File: src/rtl/avs_read_pkg.sv
// Package: shared constants and the controller state type for the
// serial voltage/current read master. Assumes a 32-bit frame.
package avs_read_pkg;
    localparam int FRAME_W  = 32;
    localparam int CRC_W    = 3;
    localparam logic [3:0] TYPE_VOLTAGE = 4'h0;
    localparam logic [3:0] TYPE_CURRENT = 4'h2;

    typedef enum logic [2:0] {
        ST_IDLE  = 3'd0,
        ST_LEAD  = 3'd1,
        ST_SHIFT = 3'd2,
        ST_TRAIL = 3'd3
    } ctl_state_t;
endpackage

File: src/rtl/avs_crc3.sv
// Module: 3-bit CRC, generator x^3 + x + 1, over DATA_W message bits
// (message followed by three zero bits). Purely combinational.
module avs_crc3 #(
    parameter int DATA_W = 29
) (
    input  logic [DATA_W-1:0] data,
    output logic [2:0]        crc
);
    // Serial LFSR unrolled over the message, most significant bit first.
    always_comb begin
        logic [2:0] r;
        logic       fb;
        r = 3'b000;
        for (int i = DATA_W - 1; i >= 0; i--) begin
            fb = data[i] ^ r[2];
            r  = {r[1], r[0] ^ fb, fb};
        end
        crc = r;
    end
endmodule

File: src/rtl/avs_cmd_frame.sv
// Module: assembles the 32-bit read command word from the type code and
// rail, and appends the CRC. Assumes 4-bit type and rail fields.
module avs_cmd_frame #(
    parameter int TYPE_W = 4,
    parameter int RAIL_W = 4
) (
    input  logic [TYPE_W-1:0]                 type_code,
    input  logic [RAIL_W-1:0]                 rail,
    output logic [avs_read_pkg::FRAME_W-1:0]  frame
);
    localparam int BODY_W = avs_read_pkg::FRAME_W - avs_read_pkg::CRC_W;
    localparam int FILL_W = BODY_W - 5 - TYPE_W - RAIL_W;

    logic [BODY_W-1:0] body;
    logic [2:0]        crc;

    // Fixed prefix (start 01, read 11, group 0), fields, then the ones fill.
    always_comb body = {2'b01, 2'b11, 1'b0, type_code, rail, {FILL_W{1'b1}}};

    avs_crc3 #(.DATA_W(BODY_W)) u_crc (.data(body), .crc(crc));

    // Final word: body followed by its check bits.
    always_comb frame = {body, crc};
endmodule

File: src/rtl/avs_sclk_tick.sv
// Module: produces a one-cycle tick every 4*(div+1) core cycles while
// enabled; each tick is one serial clock half period. Restarts when en drops.
module avs_sclk_tick #(
    parameter int DIV_W = 10
) (
    input  logic             clk,
    input  logic             rst_n,
    input  logic             en,
    input  logic [DIV_W-1:0] div,
    output logic             tick
);
    localparam int CNT_W = DIV_W + 2;

    logic [CNT_W-1:0] cnt_q;
    logic [CNT_W-1:0] limit;

    // Terminal count is 4*div + 3.
    always_comb limit = {div, 2'b11};
    always_comb tick  = en && (cnt_q == limit);

    // Half-period counter, held at zero while disabled.
    always_ff @(posedge clk) begin
        if (!rst_n)           cnt_q <= '0;
        else if (!en || tick) cnt_q <= '0;
        else                  cnt_q <= cnt_q + 1'b1;
    end

    // ticks are never adjacent (minimum spacing of four cycles).
    a_r5_tick_spacing: assert property (@(posedge clk) disable iff (!rst_n)
        tick |=> !tick);
endmodule

File: src/rtl/avs_read_master.sv
// Module: one voltage or current read over a mode-0 serial link. Accepts a
// request while idle, shifts the command out and the reply in across one
// chip-select window, then checks the reply CRC (first) and acknowledge.
// Assumes div_value is held stable only at the request cycle (it is captured).
module avs_read_master
    import avs_read_pkg::*;
#(
    parameter int DIV_W  = 10,
    parameter int RAIL_W = 4,
    parameter int DATA_W = 16
) (
    input  logic              clk,
    input  logic              rst_n,
    input  logic              req_valid,
    input  logic              req_current,
    input  logic [RAIL_W-1:0] req_rail,
    input  logic [DIV_W-1:0]  div_value,
    input  logic              spi_miso,
    output logic              spi_sclk,
    output logic              spi_csn,
    output logic              spi_mosi,
    output logic              busy,
    output logic              done,
    output logic [DATA_W-1:0] rd_value,
    output logic              err_crc,
    output logic              err_ack,
    output logic              err_fsm
);
    localparam int BIT_W  = $clog2(FRAME_W);
    localparam int BODY_W = FRAME_W - CRC_W;
    localparam int VAL_LO = 8;

    ctl_state_t          state_q;
    logic                sclk_q, csn_q, ph_q, done_q;
    logic [FRAME_W-1:0]  tx_q, rx_q, cmd_word;
    logic [BIT_W-1:0]    bit_q;
    logic [DIV_W-1:0]    div_q;
    logic [DATA_W-1:0]   val_q;
    logic                crc_err_q, ack_err_q, fsm_err_q;
    logic                tick, crc_ok, ack_ok;
    logic [2:0]          rx_crc;
    logic [3:0]          type_code;

    // Type code chosen by the request kind.
    always_comb type_code = req_current ? TYPE_CURRENT : TYPE_VOLTAGE;

    avs_cmd_frame #(.TYPE_W(4), .RAIL_W(RAIL_W)) u_frame (
        .type_code(type_code), .rail(req_rail), .frame(cmd_word));

    avs_sclk_tick #(.DIV_W(DIV_W)) u_tick (
        .clk(clk), .rst_n(rst_n), .en(state_q != ST_IDLE),
        .div(div_q), .tick(tick));

    avs_crc3 #(.DATA_W(BODY_W)) u_rx_crc (
        .data(rx_q[FRAME_W-1:CRC_W]), .crc(rx_crc));

    // Reply checks: CRC match and a zero acknowledge field.
    always_comb crc_ok = (rx_crc == rx_q[CRC_W-1:0]);
    always_comb ack_ok = (rx_q[FRAME_W-1 -: 2] == 2'b00);

    // Transaction sequencer: lead period, 32 bits, trail period, result.
    always_ff @(posedge clk) begin
        if (!rst_n) begin
            state_q   <= ST_IDLE;
            sclk_q    <= 1'b0;
            csn_q     <= 1'b1;
            ph_q      <= 1'b0;
            done_q    <= 1'b0;
            tx_q      <= '0;
            rx_q      <= '0;
            bit_q     <= '0;
            div_q     <= '0;
            val_q     <= '0;
            crc_err_q <= 1'b0;
            ack_err_q <= 1'b0;
            fsm_err_q <= 1'b0;
        end else begin
            done_q <= 1'b0;
            case (state_q)
                ST_IDLE: begin
                    if (req_valid) begin
                        tx_q      <= cmd_word;
                        div_q     <= div_value;
                        csn_q     <= 1'b0;
                        ph_q      <= 1'b0;
                        bit_q     <= '0;
                        fsm_err_q <= 1'b0;
                        state_q   <= ST_LEAD;
                    end
                end
                ST_LEAD: begin
                    if (tick) begin
                        if (!ph_q) begin
                            ph_q <= 1'b1;
                        end else begin
                            sclk_q  <= 1'b1;
                            rx_q    <= {rx_q[FRAME_W-2:0], spi_miso};
                            state_q <= ST_SHIFT;
                        end
                    end
                end
                ST_SHIFT: begin
                    if (tick) begin
                        if (sclk_q) begin
                            sclk_q <= 1'b0;
                            if (bit_q == BIT_W'(FRAME_W - 1)) begin
                                ph_q    <= 1'b0;
                                state_q <= ST_TRAIL;
                            end else begin
                                tx_q  <= {tx_q[FRAME_W-2:0], 1'b0};
                                bit_q <= bit_q + 1'b1;
                            end
                        end else begin
                            sclk_q <= 1'b1;
                            rx_q   <= {rx_q[FRAME_W-2:0], spi_miso};
                        end
                    end
                end
                ST_TRAIL: begin
                    if (tick) begin
                        if (!ph_q) begin
                            ph_q <= 1'b1;
                        end else begin
                            csn_q     <= 1'b1;
                            done_q    <= 1'b1;
                            crc_err_q <= !crc_ok;
                            ack_err_q <= crc_ok && !ack_ok;
                            val_q     <= (crc_ok && ack_ok) ?
                                         rx_q[VAL_LO +: DATA_W] : '0;
                            state_q   <= ST_IDLE;
                        end
                    end
                end
                default: begin
                    sclk_q    <= 1'b0;
                    csn_q     <= 1'b1;
                    fsm_err_q <= 1'b1;
                    state_q   <= ST_IDLE;
                end
            endcase
        end
    end

    // Output drive from registers.
    always_comb begin
        spi_sclk = sclk_q;
        spi_csn  = csn_q;
        spi_mosi = tx_q[FRAME_W-1];
        busy     = (state_q != ST_IDLE);
        done     = done_q;
        rd_value = val_q;
        err_crc  = crc_err_q;
        err_ack  = ack_err_q;
        err_fsm  = fsm_err_q;
    end

    // the serial clock is low whenever chip select is released.
    a_r4_idle_clock_low: assert property (@(posedge clk) disable iff (!rst_n)
        spi_csn |-> !spi_sclk);
    // data out does not move at a rising serial clock edge.
    a_r4_mosi_stable: assert property (@(posedge clk) disable iff (!rst_n)
        $rose(spi_sclk) |-> $stable(spi_mosi));
    // done lasts one cycle.
    a_r9_done_pulse: assert property (@(posedge clk) disable iff (!rst_n)
        done |=> !done);
    // the result is flagged only once the block is idle again.
    a_r9_done_idle: assert property (@(posedge clk) disable iff (!rst_n)
        done |-> (!busy && spi_csn));
    // CRC and acknowledge errors never appear together.
    a_r7_flag_priority: assert property (@(posedge clk) disable iff (!rst_n)
        !(err_crc && err_ack));
    // the outgoing word holds still until the first rising edge.
    a_r10_frame_hold: assert property (@(posedge clk) disable iff (!rst_n)
        (state_q == ST_LEAD) && !tick |=> $stable(tx_q));
endmodule

File: config.mk
export PLATFORM = sky130hd
export DESIGN_NAME = avs_read_master
export DESIGN_NICKNAME = d
export VERILOG_FILES = /design/src/rtl/avs_read_pkg.sv /design/src/rtl/avs_crc3.sv /design/src/rtl/avs_cmd_frame.sv /design/src/rtl/avs_sclk_tick.sv /design/src/rtl/avs_read_master.sv
export SDC_FILE = /design/constraint.sdc
export NUM_CORES = 1
export LEC_CHECK = 0
export BUFFER_PORTS_ARGS = -buffer_cell sky130_fd_sc_hd__buf_2
export CAP_MARGIN = 40
export CORE_ASPECT_RATIO = 1.4
export CORE_MARGIN = 2
export CORE_UTILIZATION = 35
export CTS_CLUSTER_SIZE = 24
export DETAILED_ROUTE_END_ITERATION = 6
export PLACE_DENSITY_LB_ADDON = 0.1
export SLEW_MARGIN = 10
export SYNTH_ARGS = -nofsm -noshare
export SYNTH_HDL_FRONTEND = slang
export SYNTH_HIERARCHICAL = 1
export SYNTH_SLANG_ARGS = --single-unit
File: constraint.sdc
create_clock -name clk -period 2.3 [get_ports clk]
set_input_delay 0.46 -clock clk [delete_from_list [all_inputs] [get_ports clk]]
set_output_delay 0.46 -clock clk [all_outputs]
set_load 0.02 [all_outputs]
==> results of run 1 <==
## repair_timing
action | in CTS | in global routing
pin swaps | 12 | 78
gates cloned | 1 | 6
hold buffers | 0 | 0
setup endpoints to repair | 19 | 84
setup buffers | 0 | 23
gates resized for setup | 11 | 100
## sequential cells by signal (all words and copies together) (netlist names)
register,cells
rd_value,16
u_tick/cnt_q,12
state_q,2
tx_q,32
ph_q,1
spi_csn,1
rx_q,32
spi_sclk,1
err_fsm,1
done,1
div_q,10
bit_q,5
err_crc,1
err_ack,1
## area by class of cell
| type | count | area share [%] |
|---|---|---|
| Inverter | 6 | 0.3021 |
| Clock inverter | 13 | 2.359 |
| Sequential cell | 116 | 26.84 |
| Multi-Input combinational cell | 538 | 49.01 |
| Clock buffer | 19 | 5.207 |
| Timing Repair Buffer | 130 | 12.83 |
| Tap cell | 240 | 3.452 |
## kinds of logic after synthesis
| family | after synthesis | synth area share (%) |
|---|---|---|
| other | 3 | 0.1749 |
| AND/OR/NAND/NOR | 190 | 13.90 |
| flip-flops | 116 | 36.07 |
| AO/OA/AOI/OAI | 139 | 15.96 |
| adder cells (fa/ha/maj) | 8 | 1.555 |
| XOR/XNOR | 83 | 12.81 |
| buffers and inverters | 103 | 8.358 |
| multiplexers | 68 | 11.18 |
## metal layers
metal / wire (um) / track usage [%]
met5: 0 / 0
met2: 8224 / 26.46
met1: 7224 / 19.89
met4: 289 / 6.710
met3: 456 / 3.522
## how the worst min path moves through the flow
stage	endpoint	slack (ns)	depth (start not counted)
final	div_q[2]	0.29	3
after global routing	div_q[0]	0.28	3
after CTS	div_q[1]	0.27	3
after detailed placement	tx_q[17]	0.45	2
after global placement	tx_q[11]	0.44	2
after floorplan	u_tick/cnt_q[0]	0.42	1
## power breakdown
| group | total, mW | switching [mW] | internal (mW) | leakage (nW) |
|---|---|---|---|---|
| clock | 2.92 | 0.949 | 1.98 | 0.315 |
| combinational | 2.81 | 1.65 | 1.15 | 2.13 |
| sequential | 2.49 | 0.164 | 2.32 | 0.947 |
| total | 8.22 | 2.77 | 5.45 | 3.39 |
## Yosys cell counts, types with 4 or more instances
library cell and count:
a21oi_1 43, and3_1 6, buf_2 7, buf_4 32
clkbuf_1 52, dfxtp_1 116, ha_1 8, inv_1 6
mux2_2 31, mux2i_1 37, nand2_1 94, nand2b_1 5
nand3_1 44, nand4_1 7, nor2_1 5, nor2b_1 4
nor3_1 11, o2111ai_1 32, o21ai_0 6, o21ai_2 10
o41ai_1 32, xnor2_1 58, xnor3_1 6, xor2_1 17
## layout by cell type, fill, tap and decap left out, types with 20 or more instances in the layout
cell	instances
dfxtp_1	106
nand2_1	94
buf_4	57
conb_1	50
xnor2_1	48
nand3_1	44
a21oi_1	43
buf_2	41
mux2i_1	36
o2111ai_1	32
mux2_2	31
clkbuf_16	21
buf_6	20
## metrics by stage
step | hold slack, ns | util (%) | area, sq um | TNS [ns] | instances
2_1_floorplan | 0.4214 | - | 6625 | -0.7435 | 757
4_1_cts | 0.2727 | 43.43 | 7816 | -2.500 | 1033
6_report | 0.2873 | 48.33 | 8698 | -3.377 | 1062
3_5_place_dp | 0.4496 | 39.37 | 7086 | -3.660 | 1000
3_3_place_gp | 0.4409 | 39.37 | 7086 | -2.144 | 1000
5_1_grt | 0.2791 | 48.33 | 8698 | -12.27 | 1062
## worst max-delay path, delay by kind of cell, from the launching register on
family                 cells  cell delay, ns
buffers and inverters      2            0.31
AND/OR/NAND/NOR            1            0.56
flip-flops                 1            0.34
AO/OA/AOI/OAI              1            0.09
XOR/XNOR                   5            1.14
==> results.toml, run 1 <==
[worst_setup_path]
path_cells = "xnor2_2, xnor2_2, xnor2_1, xnor3_1, xor2_1, or4_4, buf_12, clkbuf_16, o21ai_2"
r2r-start = "rx_q[14]"
worstReg2RegEnd = "rd_value[6]"
path_max_fanout = 4
ff2ff_path_depth = 9
setup.worst_path.start = "rx_q[14]"
r2r_setup_slack_ns = -0.21
endpoint_kind = "register"
criticalPathCategory = "reg -> reg"
critPathArrivalTime_ns = 2.86
critPathSlowestCell = "or4_4"
cp_common_cell = "xnor2_2"
cp-start-kind = "register"
crit_required_ns = 2.65
endpoint = "rd_value[6]"
cpPeakStageDelay_ns = 0.56

[sta]
setup_viol = 35
fin_skew_ns = 0.008288
fmax_mhz = 398.2
slew_viol_final = 0
period_needed_ns = 2.512
min_period_over_period_pct = 109.2
hold_viol = 0
relSlewSlack_pct = 53.91
worst_pin_slew_ns = 0.6914
fin_ws_ns = -0.2116
rsz0062_at_grt = "yes"

[clock_tree]
cts.sinks = 116
htree_levels = 4
cts_root_buffer = "clkbuf_16"
cts_tree = "yes"
clock_latency_ns = 0.41
numCtsBuffers = 17
clockBufferDepth = 2
clk_pin_slew_worst_paths_ns = 0.05

[synthesis]
synthArstFlopShare_pct = 0
synth_top_cell_by_area = "dfxtp_1"
syn-instance-count = 710
synthDistinctLibCells = 49
ys.flop_type = "dfxtp_1"
yosysTopAreaCellShare_pct = 36.07
yosys-top-cells-area = "dfxtp_1 36%, xnor2_1 7.9%, mux2i_1 5.8%"
syn_area_per_cell_sq_um = 9.067
synthesis.area_sq_um = 6437
synth-edff-count = 0
ys_warn_count = 6
synth.yosys.seq_area_share_pct = 36.07
ys_seq_elements = 116

[global_routing]
grt_antenna_before_repair = 0
grt_pass1_wl_um = 25070
grt_use_total_pct = 15.91
grt_max_degree = 73
grt_pass1_vias = 5020
grt_overflow = 0

[route]
vias = 5316
drt_iter0_markers = 332
remaining_drc_errors = 0
ant_nets = 0
drtPass1Iterations = 5
wl_per_cell_um = 15.25
vias_per_cell = 5.006
routed_wl_um = 16200

[power]
p_total_mw = 8.218
ir_drop_mv = 0.4953
leakage_nw = 3.395
power.density_nw_per_um2 = 944.7

[floorplan]
dieArea_sq_um = 19510
io_pins = 43
rows = 58
core_area_sq_um = 18000
die_h_um = 164.5
start_util_pct = 35.77
die_x_um = 118.6

[finish]
final_nets = 836
fillCellCount = 1745
multi_input_area_sq_um = 4263
layout-drive-gt1-share_pct = 33.70
regArea_sq_um = 2335
area_delta_synth_final_pct = 35.12
antenna_cells = 0

[status]
run_status = "finished, violations left"
violations = "negative setup slack"

[placement]
hpwl_um = 9775
numPortBuffers = 42
dp_slack_ns = -0.2712
place.gp.congestion = 0.8015

[worst_hold_path]
hold_class = "in -> reg"
hold_path.startpoint = "div_value[2]"

[job]
max_cap_viol_count = 0
No activity file was read; power rests on OpenSTA's default activity.
==> run 2: changes to the inputs <==
- BUFFER_PORTS_ARGS: -buffer_cell sky130_fd_sc_hd__buf_2 -> -buffer_cell sky130_fd_sc_hd__buf_4
==> results.toml, run 2 (same netlist as run 1, synthesis figures left out) <==
[floorplan]
dieArea_sq_um = 19510
start_util_pct = 35.77
io_pins = 43
rows = 58
die_h_um = 164.5
core_area_sq_um = 18000
die_x_um = 118.6

[sta]
slew_viol_final = 0
setup_viol = 18
rsz0062_at_grt = "yes"
hold_viol = 0
tns_ns = -1.313
fmax_mhz = 411.1
fin_skew_ns = 0.01272
worst_pin_slew_ns = 0.5638
relSlewSlack_pct = 62.37
fin_ws_ns = -0.1326
hold_ws_ns = 0.2958
period_needed_ns = 2.433
min_period_over_period_pct = 105.8

[clock_tree]
clk_pin_slew_worst_paths_ns = 0.06
cts.sinks = 116
hold_buffers = 0
htree_levels = 4
clockBufferDepth = 2
cts_tree = "yes"
cts_root_buffer = "clkbuf_16"
clock_latency_ns = 0.41
numCtsBuffers = 17
post_cts_buffers = 0

[finish]
antenna_cells = 0
final_nets = 810
final_cell_mix = "109 x dfxtp_1, 97 x buf_4, 94 x nand2_1"
layout-drive-gt1-share_pct = 26.63
area_delta_synth_final_pct = 25.03
fin_cells = 1036
mostFrequentLayoutCell = "dfxtp_1"
post-route-util_pct = 44.72
fillCellCount = 1796

[worst_setup_path]
setup.worst_path.start = "rx_q[28]"
crit_required_ns = 2.59
criticalPathCategory = "reg -> reg"
path_cells = "xnor2_2, xnor2_1, xnor2_1, xnor3_1, xor2_1, or4_4, buf_6, and3_1"
critPathArrivalTime_ns = 2.73
r2r-start = "rx_q[28]"
endpoint_kind = "register"
cpPeakStageDelay_ns = 0.56
r2r_setup_slack_ns = -0.13
crit_family = "XOR/XNOR gates"
cp_num_buf_inv = 1
cp_common_cell = "xnor2_1"
cp-start-kind = "register"
critPathSlowestCell = "or4_4"
path_max_fanout = 5

[route]
met1Wirelength_um = 6976
route.met3.wl_um = 522
drtPass1Iterations = 5
drt_iter0_markers = 444
ant_nets = 0
top_layer_used = "met4"
vias = 5209
route.met2.wl_um = 7450
wl_per_cell_um = 14.59
routed_wl_um = 15120
remaining_drc_errors = 0
vias_per_cell = 5.028

[placement]
dp_slack_ns = -0.2321
hpwl_um = 9744
numPortBuffers = 42
dp.cells = 1004
place.gp.congestion = 0.7878

[worst_hold_path]
hold_path.startpoint = "div_value[5]"
hold_class = "in -> reg"

[power]
leakage_nw = 3.184
power.density_nw_per_um2 = 980.8
power_frac_comb_pct = 32.4
p_clk_share_pct = 36.4
p_sw_share_pct = 33.51
ir_drop_mv = 0.5411
p_int_mw = 5.249
switchingPower_mw = 2.645
sequentialPowerShare_pct = 31.2

[global_routing]
grt_pass1_wl_um = 25500
grt_pass1_vias = 5164
grt_overflow = 0
grt_max_degree = 114
grt_use_total_pct = 15.87
grt_antenna_before_repair = 0

[status]
violations = "negative setup slack"
run_status = "finished, violations left"

[job]
max_cap_viol_count = 0
## run 2: final timing paths
kind              endpoint  cells past startpoint
hold reg to reg   tx_q[13]                      2
setup reg to reg   err_crc                      8
setup / recovery   err_crc                      8
hold / removal    div_q[5]                      3
## run 2: metal layers
metal,track usage [%],up-vias
li1,-,2618
met1,19.90,2474
met2,27.46,106
met3,2.970,11
met4,5.195,0
met5,0,-
## run 2: per-stage QoR
| step | instance area [sq um] | power, mW |
|---|---|---|
| after floorplan | 6625 | 4.459 |
| after global placement | 7256 | 4.971 |
| after detailed placement | 7256 | 5.038 |
| after CTS | 7954 | 7.955 |
| after global routing | 8049 | 8.322 |
| final | 8049 | 7.894 |
## run 2: area by class of cell
class,count,area (sq um),area share [%]
clock buffer,17,425.4,5.285
clock inverter,15,219.0,2.720
inverter,6,22.52,0.2798
multi-input combinational,538,3891,48.34
sequential,116,2331,28.96
tap,240,300.3,3.731
timing repair buffer,104,859.6,10.68
## run 2: repair_timing
item,4_1_cts,5_1_grt
pin swaps,5,13
resized for setup,10,25
setup endpoints to repair,18,23
## run 2: power by group through the flow
stage          logic, mW  clock network (mW)  registers, mW
3_3_place_gp        2.48                   0           2.49
6_report            2.56                2.87           2.46
2_1_floorplan       1.96                   0           2.50
4_1_cts             2.54                2.95           2.46
3_5_place_dp        2.53                   0           2.51
5_1_grt             2.79                3.03           2.50
## run 2: worst reg2reg max path: stages (launching register included)
cell     delay, ns
dfxtp_2       0.34
xnor2_2       0.14
xnor2_1       0.23
xnor2_1       0.17
xnor3_1       0.44
xor2_1        0.16
or4_4         0.56
buf_6         0.16
and3_1        0.15
==> run 3: changes to the inputs <==
- CORE_UTILIZATION: 35 -> 45
- REMOVE_ABC_BUFFERS: default -> 1
==> results.toml, run 3 (same netlist as run 1, synthesis figures left out) <==
[clock_tree]
cts_tree = "yes"
clk_pin_slew_worst_paths_ns = 0.06
clockBufferDepth = 2
cts_root_buffer = "clkbuf_16"
numCtsBuffers = 17
htree_levels = 4
hold_buffers = 0
cts.sinks = 116
clock_latency_ns = 0.42

[floorplan]
io_pins = 43
dieArea_sq_um = 15290
start_util_pct = 46.07
core_area_sq_um = 13970
die_x_um = 105.1
rows = 51
die_h_um = 145.5

[status]
violations = "negative setup slack"
run_status = "finished, violations left"

[sta]
period_needed_ns = 2.484
setup_viol = 18
hold_viol = 0
slew_viol_final = 0
fin_skew_ns = 0.01087
fmax_mhz = 402.5
rsz0062_at_grt = "yes"
min_period_over_period_pct = 108.0
tns_ns = -2.029
fin_ws_ns = -0.1843
hold_ws_ns = 0.2926
relSlewSlack_pct = 56.63
worst_pin_slew_ns = 0.6499

[finish]
final_cell_mix = "112 x dfxtp_1, 104 x buf_4, 94 x nand2_1"
layout-drive-gt1-share_pct = 26.56
antenna_cells = 0
final_nets = 816
fillCellCount = 1274
area_delta_synth_final_pct = 24.33
mostFrequentLayoutCell = "dfxtp_1"
post-route-util_pct = 57.27

[route]
routed_wl_um = 14780
ant_nets = 0
drt_iter0_markers = 301
remaining_drc_errors = 0
vias_per_cell = 5.284
vias = 5215
wl_per_cell_um = 14.97
drtPass1Iterations = 5

[worst_setup_path]
critPathArrivalTime_ns = 2.80
endpoint_kind = "register"
path_max_fanout = 8
cp_common_cell = "xnor2_2"
cp_num_buf_inv = 2
path_cells = "xnor2_2, xnor2_2, xnor2_1, buf_4, xnor3_1, xor2_1, or4_4, buf_12, and3_4"
crit_family = "XOR/XNOR gates"
r2r_setup_slack_ns = -0.18
critPathSlowestCell = "or4_4"
cpPeakStageDelay_ns = 0.59
cp-start-kind = "register"
criticalPathCategory = "reg -> reg"
crit_required_ns = 2.61

[power]
leakage_nw = 3.199
p_total_mw = 7.878
ir_drop_mv = 0.6367
power.density_nw_per_um2 = 984.3

[placement]
hpwl_um = 9595
numPortBuffers = 42
place.gp.congestion = 0.8271

[global_routing]
grt_use_total_pct = 19.79
grt_pass1_vias = 5112
grt_overflow = 0
grt_pass1_wl_um = 24910
grt_antenna_before_repair = 0
grt_max_degree = 39

[worst_hold_path]
hold_class = "in -> reg"

[job]
max_cap_viol_count = 0
## run 3: cell type report
class,count,area (sq um),area share (%)
Inverter,6,22.52,0.2814
Clock buffer,21,470.5,5.878
Tap cell,185,231.5,2.892
Timing Repair Buffer,110,903.4,11.29
Multi-Input combinational cell,538,3875,48.41
Clock inverter,11,173.9,2.173
Sequential cell,116,2327,29.08
## run 3: routing by layer
| layer | routed length (um) | global-route usage [%] | up-vias |
|---|---|---|---|
| met3 | 520 | 4.657 | 21 |
| met2 | 7662 | 33.73 | 88 |
| met1 | 6330 | 23.66 | 2483 |
| met5 | 0 | 0 | - |
| li1 | - | - | 2623 |
| met4 | 261 | 8.467 | 0 |
## run 3: worst paths after layout
kind                                    from       end  depth (start not counted)
worst max-delay path                rx_q[18]   err_crc                          9
worst min-delay path            div_value[1]  div_q[1]                          3
worst max register to register      rx_q[18]   err_crc                          9
worst min register to register      tx_q[15]  tx_q[15]                          2
## run 3: repair_timing
action	in CTS	in global routing
endpoints found under the hold margin	0	0
gates cloned	1	0
pin swaps	20	8
gates resized for setup	13	13
setup buffers	2	0
endpoints found under the setup margin	18	25
## run 3: report_power, final
| group | internal [mW] | leakage (nW) | switching [mW] |
|---|---|---|---|
| logic | 1.12 | 1.95 | 1.43 |
| clock network | 1.90 | 0.306 | 0.956 |
| registers | 2.32 | 0.944 | 0.159 |
## run 3: metrics by stage
stage | cell area [sq um] | cells | setup slack (ns)
after floorplan | 6098 | 660 | -1.287
after global placement | 7176 | 951 | -0.1815
after detailed placement | 7191 | 952 | -0.2583
after CTS | 7930 | 987 | -0.1826
after global routing | 8004 | 987 | -0.2502
final | 8004 | 987 | -0.1843
## run 3: worst register-to-register path, stage by stage (launching register included)
cell	delay [ns]
dfxtp_1	0.33
xnor2_2	0.21
xnor2_2	0.15
xnor2_1	0.17
buf_4	0.15
xnor3_1	0.30
xor2_1	0.15
or4_4	0.59
buf_12	0.17
and3_4	0.16
